`src/rtl/flm_pkg.sv`:
```
package flm_pkg;
  typedef enum logic [1:0] {
    ST_IDLE = 2'd0,
    ST_LOCK = 2'd1,
    ST_PROT = 2'd2
  } cmd_st_e;

  localparam logic [7:0] CMD_LOCKCFG = 8'h60;
  localparam logic [7:0] CMD_PROTPGM = 8'hC0;
  localparam logic [7:0] CMD_ARRAY   = 8'hFF;

  localparam logic [7:0] SUB_MASTER  = 8'hF1;
  localparam logic [7:0] SUB_SETBLK  = 8'h01;
  localparam logic [7:0] SUB_CLRBLK  = 8'hD0;
  localparam logic [7:0] SUB_NOP     = 8'h03;

  localparam logic [7:0] STAT_RESET  = 8'h80;
  localparam logic [7:0] STAT_KEEP   = 8'hC5;
  localparam logic [7:0] ERR_PERM    = 8'h12;
  localparam logic [7:0] ERR_UNLOCK  = 8'h22;
  localparam logic [7:0] ERR_SEQ     = 8'h30;
  localparam logic [7:0] ERR_RANGE   = 8'h10;
endpackage

```
`src/rtl/flm_rst_sync.sv`:
```
module flm_rst_sync (
  input  logic clk,
  input  logic rst_n,
  output logic rst_n_sync
);
  logic [1:0] sync_q;

  always_ff @(posedge clk or negedge rst_n) begin
    if (!rst_n) sync_q <= 2'b00;
    else        sync_q <= {sync_q[0], 1'b1};
  end

  assign rst_n_sync = sync_q[1];
endmodule

```
`src/rtl/flm_cmd_fsm.sv`:
```
module flm_cmd_fsm
  import flm_pkg::*;
#(
  parameter int ADDR_W     = 23,
  parameter int BLK_SHIFT  = 17,
  parameter int PROT_BASE  = 256,
  parameter int PROT_BYTES = 18,
  localparam int BLK_W     = ADDR_W - BLK_SHIFT,
  localparam int IDX_W     = $clog2(PROT_BYTES)
) (
  input  logic              clk,
  input  logic              rst_n,
  input  logic              wr_en,
  input  logic [ADDR_W-1:0] wr_addr,
  input  logic [7:0]        wr_data,
  input  logic              hard_unlock,
  input  logic              master_lock,
  input  logic [7:0]        prot_ctl,
  output logic              set_master,
  output logic              set_blk,
  output logic              clr_blk,
  output logic [BLK_W-1:0]  blk_idx,
  output logic              prot_we,
  output logic [IDX_W-1:0]  prot_idx,
  output logic [7:0]        status,
  output logic              status_mode
);
  localparam logic [ADDR_W-1:0] WIN_LO = ADDR_W'(PROT_BASE);
  localparam logic [ADDR_W-1:0] WIN_HI = ADDR_W'(PROT_BASE + PROT_BYTES);
  localparam logic [IDX_W-1:0]  IDX_LO = IDX_W'(PROT_BASE);
  localparam logic [IDX_W-1:0]  FIRST_GATED = IDX_W'(2);

  cmd_st_e    st_q, st_d;
  logic [7:0] stat_q, stat_d;
  logic       mode_q, mode_d;

  logic             frozen;
  logic             in_win;
  logic [IDX_W-1:0] rel_idx;
  logic [IDX_W-1:0] rel_m2;
  logic             seg_open;

  assign blk_idx  = wr_addr[ADDR_W-1:BLK_SHIFT];
  assign frozen   = master_lock && !hard_unlock;
  assign in_win   = (wr_addr >= WIN_LO) && (wr_addr < WIN_HI);
  assign rel_idx  = wr_addr[IDX_W-1:0] - IDX_LO;
  assign rel_m2   = rel_idx - FIRST_GATED;
  assign seg_open = (rel_idx < FIRST_GATED) || prot_ctl[rel_m2[IDX_W-1:3]];
  assign prot_idx = rel_idx;

  always_comb begin
    st_d       = st_q;
    stat_d     = stat_q;
    mode_d     = mode_q;
    set_master = 1'b0;
    set_blk    = 1'b0;
    clr_blk    = 1'b0;
    prot_we    = 1'b0;
    if (wr_en) begin
      unique case (st_q)
        ST_IDLE: begin
          if (wr_data == CMD_LOCKCFG) begin
            st_d   = ST_LOCK;
            stat_d = stat_q & STAT_KEEP;
          end else if (wr_data == CMD_PROTPGM) begin
            st_d   = ST_PROT;
            stat_d = stat_q & STAT_KEEP;
          end else if (wr_data == CMD_ARRAY) begin
            mode_d = 1'b0;
          end
        end
        ST_LOCK: begin
          st_d   = ST_IDLE;
          mode_d = 1'b1;
          case (wr_data)
            SUB_MASTER: begin
              if (hard_unlock) set_master = 1'b1;
              else             stat_d = stat_q | ERR_PERM;
            end
            SUB_SETBLK: begin
              if (frozen) stat_d  = stat_q | ERR_PERM;
              else        set_blk = 1'b1;
            end
            SUB_CLRBLK: begin
              if (frozen) stat_d  = stat_q | ERR_UNLOCK;
              else        clr_blk = 1'b1;
            end
            SUB_NOP: ;
            default: stat_d = stat_q | ERR_SEQ;
          endcase
        end
        ST_PROT: begin
          st_d   = ST_IDLE;
          mode_d = 1'b1;
          if (!in_win)        stat_d  = stat_q | ERR_RANGE;
          else if (!seg_open) stat_d  = stat_q | ERR_PERM;
          else                prot_we = 1'b1;
        end
        default: st_d = ST_IDLE;
      endcase
    end
  end

  always_ff @(posedge clk or negedge rst_n) begin
    if (!rst_n) begin
      st_q   <= ST_IDLE;
      stat_q <= STAT_RESET;
      mode_q <= 1'b0;
    end else if (wr_en) begin
      st_q   <= st_d;
      stat_q <= stat_d;
      mode_q <= mode_d;
    end
  end

  assign status      = stat_q;
  assign status_mode = mode_q;
endmodule

```
`src/rtl/flm_lock_bank.sv`:
```
module flm_lock_bank #(
  parameter int  BLK_W = 6,
  localparam int N_BLK = 1 << BLK_W
) (
  input  logic             clk,
  input  logic             rst_n,
  input  logic             set_master,
  input  logic             set_blk,
  input  logic             clr_blk,
  input  logic [BLK_W-1:0] blk_idx,
  output logic [N_BLK-1:0] lock_vec,
  output logic             master_lock
);
  logic master_q;

  for (genvar b = 0; b < N_BLK; b++) begin : g_blk
    logic hit;
    logic lk_q;
    assign hit = (set_blk || clr_blk) && (blk_idx == BLK_W'(b));
    always_ff @(posedge clk or negedge rst_n) begin
      if (!rst_n)   lk_q <= 1'b0;
      else if (hit) lk_q <= set_blk;
    end
    assign lock_vec[b] = lk_q;
  end

  always_ff @(posedge clk or negedge rst_n) begin
    if (!rst_n)          master_q <= 1'b0;
    else if (set_master) master_q <= 1'b1;
  end

  assign master_lock = master_q;
endmodule

```
`src/rtl/flm_prot_store.sv`:
```
module flm_prot_store #(
  parameter int  PROT_BYTES = 18,
  localparam int IDX_W      = $clog2(PROT_BYTES)
) (
  input  logic             clk,
  input  logic             rst_n,
  input  logic             we,
  input  logic [IDX_W-1:0] widx,
  input  logic [7:0]       wdata,
  input  logic [IDX_W-1:0] raddr,
  output logic [7:0]       rdata,
  output logic [7:0]       ctl
);
  logic [7:0] mem [PROT_BYTES];

  for (genvar i = 0; i < PROT_BYTES; i++) begin : g_byte
    localparam logic [7:0] INIT = (i == 0) ? 8'hFE : 8'hFF;
    logic en;
    assign en = we && (widx == IDX_W'(i));
    always_ff @(posedge clk or negedge rst_n) begin
      if (!rst_n)  mem[i] <= INIT;
      else if (en) mem[i] <= mem[i] & wdata;
    end
  end

  always_comb begin
    rdata = 8'hFF;
    for (int i = 0; i < PROT_BYTES; i++) begin
      if (raddr == IDX_W'(i)) rdata = mem[i];
    end
  end

  assign ctl = mem[0];
endmodule

```
`src/rtl/flash_lock_mgr.sv`:
```
module flash_lock_mgr #(
  parameter int  ADDR_W     = 23,
  parameter int  BLK_SHIFT  = 17,
  parameter int  PROT_BASE  = 256,
  parameter int  PROT_BYTES = 18,
  localparam int BLK_W      = ADDR_W - BLK_SHIFT,
  localparam int N_BLK      = 1 << BLK_W,
  localparam int IDX_W      = $clog2(PROT_BYTES)
) (
  input  logic              clk,
  input  logic              rst_n,
  input  logic              wr_en,
  input  logic [ADDR_W-1:0] wr_addr,
  input  logic [7:0]        wr_data,
  input  logic              hard_unlock,
  output logic [N_BLK-1:0]  lock_vec,
  output logic              master_lock,
  output logic [7:0]        status,
  output logic              status_mode,
  input  logic [IDX_W-1:0]  prot_raddr,
  output logic [7:0]        prot_rdata
);
  logic             rst_n_s;
  logic             set_master, set_blk, clr_blk, prot_we;
  logic [BLK_W-1:0] blk_idx;
  logic [IDX_W-1:0] prot_idx;
  logic [7:0]       prot_ctl;

  flm_rst_sync u_rst (
    .clk        (clk),
    .rst_n      (rst_n),
    .rst_n_sync (rst_n_s)
  );

  flm_cmd_fsm #(
    .ADDR_W     (ADDR_W),
    .BLK_SHIFT  (BLK_SHIFT),
    .PROT_BASE  (PROT_BASE),
    .PROT_BYTES (PROT_BYTES)
  ) u_fsm (
    .clk         (clk),
    .rst_n       (rst_n_s),
    .wr_en       (wr_en),
    .wr_addr     (wr_addr),
    .wr_data     (wr_data),
    .hard_unlock (hard_unlock),
    .master_lock (master_lock),
    .prot_ctl    (prot_ctl),
    .set_master  (set_master),
    .set_blk     (set_blk),
    .clr_blk     (clr_blk),
    .blk_idx     (blk_idx),
    .prot_we     (prot_we),
    .prot_idx    (prot_idx),
    .status      (status),
    .status_mode (status_mode)
  );

  flm_lock_bank #(.BLK_W(BLK_W)) u_locks (
    .clk         (clk),
    .rst_n       (rst_n_s),
    .set_master  (set_master),
    .set_blk     (set_blk),
    .clr_blk     (clr_blk),
    .blk_idx     (blk_idx),
    .lock_vec    (lock_vec),
    .master_lock (master_lock)
  );

  flm_prot_store #(.PROT_BYTES(PROT_BYTES)) u_prot (
    .clk   (clk),
    .rst_n (rst_n_s),
    .we    (prot_we),
    .widx  (prot_idx),
    .wdata (wr_data),
    .raddr (prot_raddr),
    .rdata (prot_rdata),
    .ctl   (prot_ctl)
  );
endmodule

```
`config.mk`:
```
export PLATFORM = sky130hd
export DESIGN_NAME = flash_lock_mgr
export DESIGN_NICKNAME = d
export VERILOG_FILES = /design/src/rtl/flm_pkg.sv /design/src/rtl/flm_rst_sync.sv /design/src/rtl/flm_cmd_fsm.sv /design/src/rtl/flm_lock_bank.sv /design/src/rtl/flm_prot_store.sv /design/src/rtl/flash_lock_mgr.sv
export SDC_FILE = /design/constraint.sdc
export NUM_CORES = 1
export LEC_CHECK = 0
export ABC_AREA = 1
export BUFFER_PORTS_ARGS = -buffer_cell sky130_fd_sc_hd__buf_4
export CAP_MARGIN = 25
export CORE_MARGIN = 5
export CORE_UTILIZATION = 43
export CTS_CLUSTER_SIZE = 14
export DETAILED_ROUTE_END_ITERATION = 12
export GPL_ROUTABILITY_DRIVEN = 0
export PLACE_DENSITY = 0.67
export SLEW_MARGIN = 20
export SYNTH_ARGS = -nofsm -noshare
export SYNTH_HDL_FRONTEND = slang
export SYNTH_HIERARCHICAL = 1
export SYNTH_SLANG_ARGS = --single-unit
```
`constraint.sdc`:
```
create_clock -name clk -period 5.65 [get_ports clk]
set_input_delay 0 -clock clk [delete_from_list [all_inputs] [get_ports clk]]
set_output_delay 0 -clock clk [all_outputs]
set_load 0.05 [all_outputs]
```
* Word-level counts from Yosys, hierarchy flattened *
Cells that the tools add are included.

word-level totals
  register bits = 218
  bits of input ports = 40
  logic and storage cells = 389

cells by class
  add/sub/neg operators = 1
  $lt $le $gt $ge = 4
  equality and inequality tests = 121
  multiplexer cells = 51
  bitwise gates (word level) = 20
  reductions and logical operators = 102

operators by type and width
  operator             number
  $eq 6x6->1 const B   32
  $and 8x8->8          18
  $mux 8               18
  $eq 6x5->1 const B   16
  $logic_and 1x1->1    84
  $eq 5x4->1 const B   16
  $eq 6x4->1 const B   8
  $eq 5x3->1 const B   8
  $eq 8x8->1 const B   4
  $eq 6x3->1 const B   4
  $mux 6               4
  $pmux 6 s4           1
  $ge 23x9->1 const B  1
  $lt 23x9->1 const B  1
  $eq 5x2->1 const B   4
  $eq 5x5->1 const B   4
  $mux 1               19
  $pmux 6 s3           1
  $reduce_and 8->1     2
  $mux 5               3
  $ne 2x2->1 const B   7
  $eq 6x2->1 const B   2
  $eq 5x1->1 const B   2
  $logic_not 5->1      2
  other kinds (28)     38

* Depth between registers and ports, before layout *
  word-level depth = 19
  gate-level depth with buffers = 16
  mapped depth without buffers = 16

* Modules after synthesis *
Netlist, hierarchy kept.

by module, submodules not included
  module          instances  cells each  area each (µm²)  seq. area each (µm²)
  flm_prot_store  1          720         6,463.7          3,782.4
  flm_lock_bank   1          397         3,362.0          1,626.6
  flm_cmd_fsm     1          183         1,026.0          150.1
  flm_rst_sync    1          3           53.8             50.0

* Worst setup path before layout *
OpenSTA, ideal clock, no wires.

  path type = register -> register
  from = reg u_fsm.st_q[1]
  to = reg u_locks.g_blk[47].lk_q
  library setup time = 132 ps
  arrival = 1,991 ps
  data required time = 5,518 ps
  slack = 3,526 ps
  stages on the path, launching flop included = 14
  path buffers = 2
  clock period less this slack = 2,124 ps
  cells stage by stage = dfrtp_1 > inv_1 > ha_1 > buf_4 > inv_1 > o21ai_1 > nand2_1 > nor2_1 > nor2_8 > nor2_8 > buf_8 > nand2_1 > nand2_1 > o21ai_1

between the ends
  cells in the longest elaborated chain, start to end = 5
  elaborated cells on any way between the ends = 7
  classes of those cells = eq/ne (1); mux (4); reduce/logical (2)

ends and longest elaborated chain
  element                 line                  RTL
  start, declared         flm_cmd_fsm.sv:33     cmd_st_e st_q, st_d;
  start signal, assigned  flm_cmd_fsm.sv:110    st_q <= st_d;
  $eq 2x1->1              flm_cmd_fsm.sv:60     unique case (st_q)
  $mux 1                  flm_cmd_fsm.sv:60
  $mux 1                  flm_cmd_fsm.sv:59     if (wr_en) begin
  named net clr_blk       flash_lock_mgr.sv:24  logic set_master, set_blk, clr_blk, prot_we;
  $logic_or 1x1->1        flm_lock_bank.sv:19   assign hit = (set_blk || clr_blk) && (blk_idx == BLK_W'(b));
  $logic_and 1x1->1       flm_lock_bank.sv:19
  end signal, assigned    flm_lock_bank.sv:22   else if (hit) lk_q <= set_blk;
  end, declared           flm_lock_bank.sv:18   logic lk_q;

The timed path passes the listed nets, and every way through them passes these cells.
A chain may end at the register's enable or synchronous reset.

* Worst setup path after layout *
  from = reg u_fsm.st_q[1]
  to = reg u_locks.g_blk[0].lk_q

between the ends
  cells in the longest elaborated chain, start to end = 5
  elaborated cells on any way between the ends = 7
  classes of those cells = eq/ne (1); mux (4); reduce/logical (2)

ends and longest elaborated chain
  element               line
  $eq 2x1->1 *          flm_cmd_fsm.sv:60
  $mux 1 *              flm_cmd_fsm.sv:60
  $mux 1 *              flm_cmd_fsm.sv:59
  named net set_blk     flash_lock_mgr.sv:24
  $logic_or 1x1->1      flm_lock_bank.sv:19
  $logic_and 1x1->1     flm_lock_bank.sv:19
  end signal, assigned  flm_lock_bank.sv:22
  end, declared         flm_lock_bank.sv:18

Mark *: on every way through the listed nets, which the timed path passes. The rest lies on a longest branch.

==> summary.md <==
| Metric | Value |
|---|---|
| Run status | complete, no violations |
| Final ANT Viol Nets | 0 |
| Worst path cell trace | inv_1 > ha_1 > inv_1 > o21ai_1 > nand2_1 > nor2_1 > buf_4 > inv_1 > buf_4 > nand2_1 > nand2_1 > o21ai_0 > dlygate4sd3_1 > nand2_1 > dlygate4sd3_1 |
| Dpl cells | roughly 1600 |
| Layout net count | 1401 |
| DP Wirelength | 18700 um |
| CP endpoint kind | register |
| Most used cell, CP | nand2_1 |
| # DRC | 0 |
| H-tree Lvls | 1 |
| Number of max-cap violations | 0 |
| Reg power frac | between 40% and 50% |
| Final worst slack | 2.01 ns |
| CP Launch Type | register |
| Drt total wl | 27100 um |
| Post-cts resize count | 0 |
| Max Freq | 275 MHz |
| I/O Buffers | 116 |
| NetSw | 876 uW |
| Share of post-route cells with drive strength above 1 | 25.7% |
| Pin count of the biggest net entering global routing | about 150 |
| Arrival time at the worst endpoint | around 4 ns |
| Tcrit/Tclk final | 64.4% |
| CTS tree | yes |
| Hold_ws | 0.0252 ns |
| Yosys Warn Count | 6 |
| Clk slew on worst S/H paths | 0.06 ns |
| Slowest cell on the critical path | dlygate4sd3_1 |
| Rel. slew slack | 39.5% |
| Initial antenna violation count | 0 |
| Slew Viols, Final | 0 |
| CP Max Fanout | just over 50 |
| Die width | ~170 um |
| Aggregate global-route resource usage | 18.8% |
| Slowest stage delay, CP | 0.58 ns |
| Fin crit period | 3.64 ns |
| Pleak | 6.14 nW |
| TNS Setup | 0 ns |
| # fillers | 2377 |
| Fin cells | 1702 |
| VDD IR-drop max | approximately 0.20 mV |
| Gate Count Post-Synth | 1299 |
| Footprint of the multi-input gates | 0.00387 mm2 |
| PD cells | 282 mW/mm2 |
| # IOs | 122 |
| Die Ht | 169 um |
| Worst-Skew Late Latency | 0.51 ns |
| Clock Skew | roughly 0.011 ns |
| Vias in the first global route | 8255 |
| Clock power share | 44.4% |
| Crit path buf inv count | 7 |
| DR pass1 iterations | 5 |
| Die area | between 0.02 and 0.03 mm2 |
| Fin. Hold Viols | 0 |
| Area grow syn2layout | 13.8% |
| Unrepaired setup endpoints after global routing | false |
| Via density | between 4 and 5 |
| CP Class | register to register |
| Hold Crit Class | input pin to register |
| Clock Path Buffers | 3 |
| Storage cell area | 0.00561 mm2 |
| Avg Inst Size Synth | 8.37 um2 |
| Sw Share | between 20 and 30% |
| Drt wl/cell | ~16 um |
| P_int | 2.61 mW |
| Total CTS buffers | 25 |
| WP data required | 6.04 ns |
| Worst slew pin tran | around 0.91 ns |
| Core ar. | roughly 0.025 mm2 |
| Grt total ovfl | 0 |
| Dpl ws | 3.13 ns |
| Global-route wire length before repair | 44000 um |
| Starting density of the core | between 40% and 50% |
| Setup-failing EPs final | 0 |
| DR vias | 8485 |
| Sink Count | 217 |
| Top Family by Delay on Critical Path | buffers and inverters |
| Synthesized area | 0.0109 mm2 |
| Diode count | 0 |
| CTS Root Cell | clkbuf_16 |
| Row count | 58 |
| Detailed router's first-iteration violation count | 735 |
| Post CTS Setup Buffer Count | 0 |
| Gate power share | 9.9% |
==> sequential cells by signal, summed over array words and instances, names as in the netlist <==
register and count:
u_locks/master_lock 1, u_fsm/st_q 2, u_prot/ctl 8, u_prot/mem 136, u_fsm/status 3, u_rst/sync_q 2, u_fsm/status_mode 1, u_locks/g_blk.lk_q 64
==> per-layer routing <==
layer	vias up	GRT usage [%]	part of all wire [%]
li1	4143	-	-
met1	4029	25.9	45
met3	57	2.87	5.9
met5	-	0	0
met2	256	30.9	46
met4	0	5.46	2.9
==> worst reg2reg max path: cells and delay by family, from the launching register on <==
kind,cells,cell delay [ns]
buffers and inverters,7,1.95
AND/OR/NAND/NOR,5,0.43
flip-flops,1,0.41
AO/OA/AOI/OAI,2,0.39
adder cells (fa/ha/maj),1,0.35
==> cell type report <==
| class | count | area share [%] |
|---|---|---|
| Clock buffer | 34 | 5.57 |
| Clock inverter | 8 | 0.728 |
| Inverter | 169 | 5.13 |
| Multi-Input combinational cell | 809 | 31.3 |
| Sequential cell | 217 | 45.4 |
| Tap cell | 330 | 3.34 |
| Timing Repair Buffer | 135 | 8.58 |
==> path summary, 6_finish.rpt <==
| kind | endpoint | cells after the start | from | slack (ns) |
|---|---|---|---|---|
| worst min register to register | u_rst/sync_q[1] | 0 | u_rst/sync_q[0] | 0.36 |
| max in group asynchronous | u_prot/ctl[0] | 1 | u_rst/sync_q[1] | 3.90 |
| worst min-delay path | u_locks/master_lock | 6 | hard_unlock | 0.03 |
| worst max register to register | u_locks/g_blk[0].lk_q | 15 | u_fsm/st_q[1] | 2.01 |
| min in group asynchronous | u_rst/sync_q[1] | 3 | rst_n | 0.37 |
| worst max-delay path | u_locks/g_blk[0].lk_q | 15 | u_fsm/st_q[1] | 2.01 |
==> power groups by stage <==
stage                     clock, mW  sequential (mW)  combinational (mW)
final                          1.55             1.59               0.344
after global placement            0             1.62               0.335
after detailed placement          0             1.62               0.337
after floorplan                   0             1.66               0.181
after CTS                      1.59             1.60               0.343
after global routing           1.66             1.60               0.379
==> cell usage in the layout (no fill, tap or decap), types with 14 or more instances in the layout <==
cell and n:
nand2_2 14, o21ai_0 22, nand3_1 51, a21oi_1 108, buf_4 120, dfrtp_1 73, clkbuf_16 25, nand4_1 22
o21ai_1 49, dlygate4sd3_1 14, nor2_1 95, nor2_2 15, inv_1 162, dfstp_2 143, nand2_1 340, a21boi_0 57
==> what timing repair did <==
| action | in CTS | in global routing |
|---|---|---|
| hold endpoints to repair | 14 | 0 |
| endpoints found under the setup margin | 0 | 0 |
| hold buffers | 14 | 0 |
==> per-stage QoR <==
step	utilization, %	total power [mW]	cell area (um2)
6_report	49.4	3.49	12400
5_1_grt	49.4	3.64	12400
4_1_cts	49.4	3.53	12400
3_5_place_dp	45.7	1.96	11500
3_3_place_gp	45.7	1.95	11500
2_1_floorplan	-	1.84	10900
No activity file was read; power rests on OpenSTA's default activity.
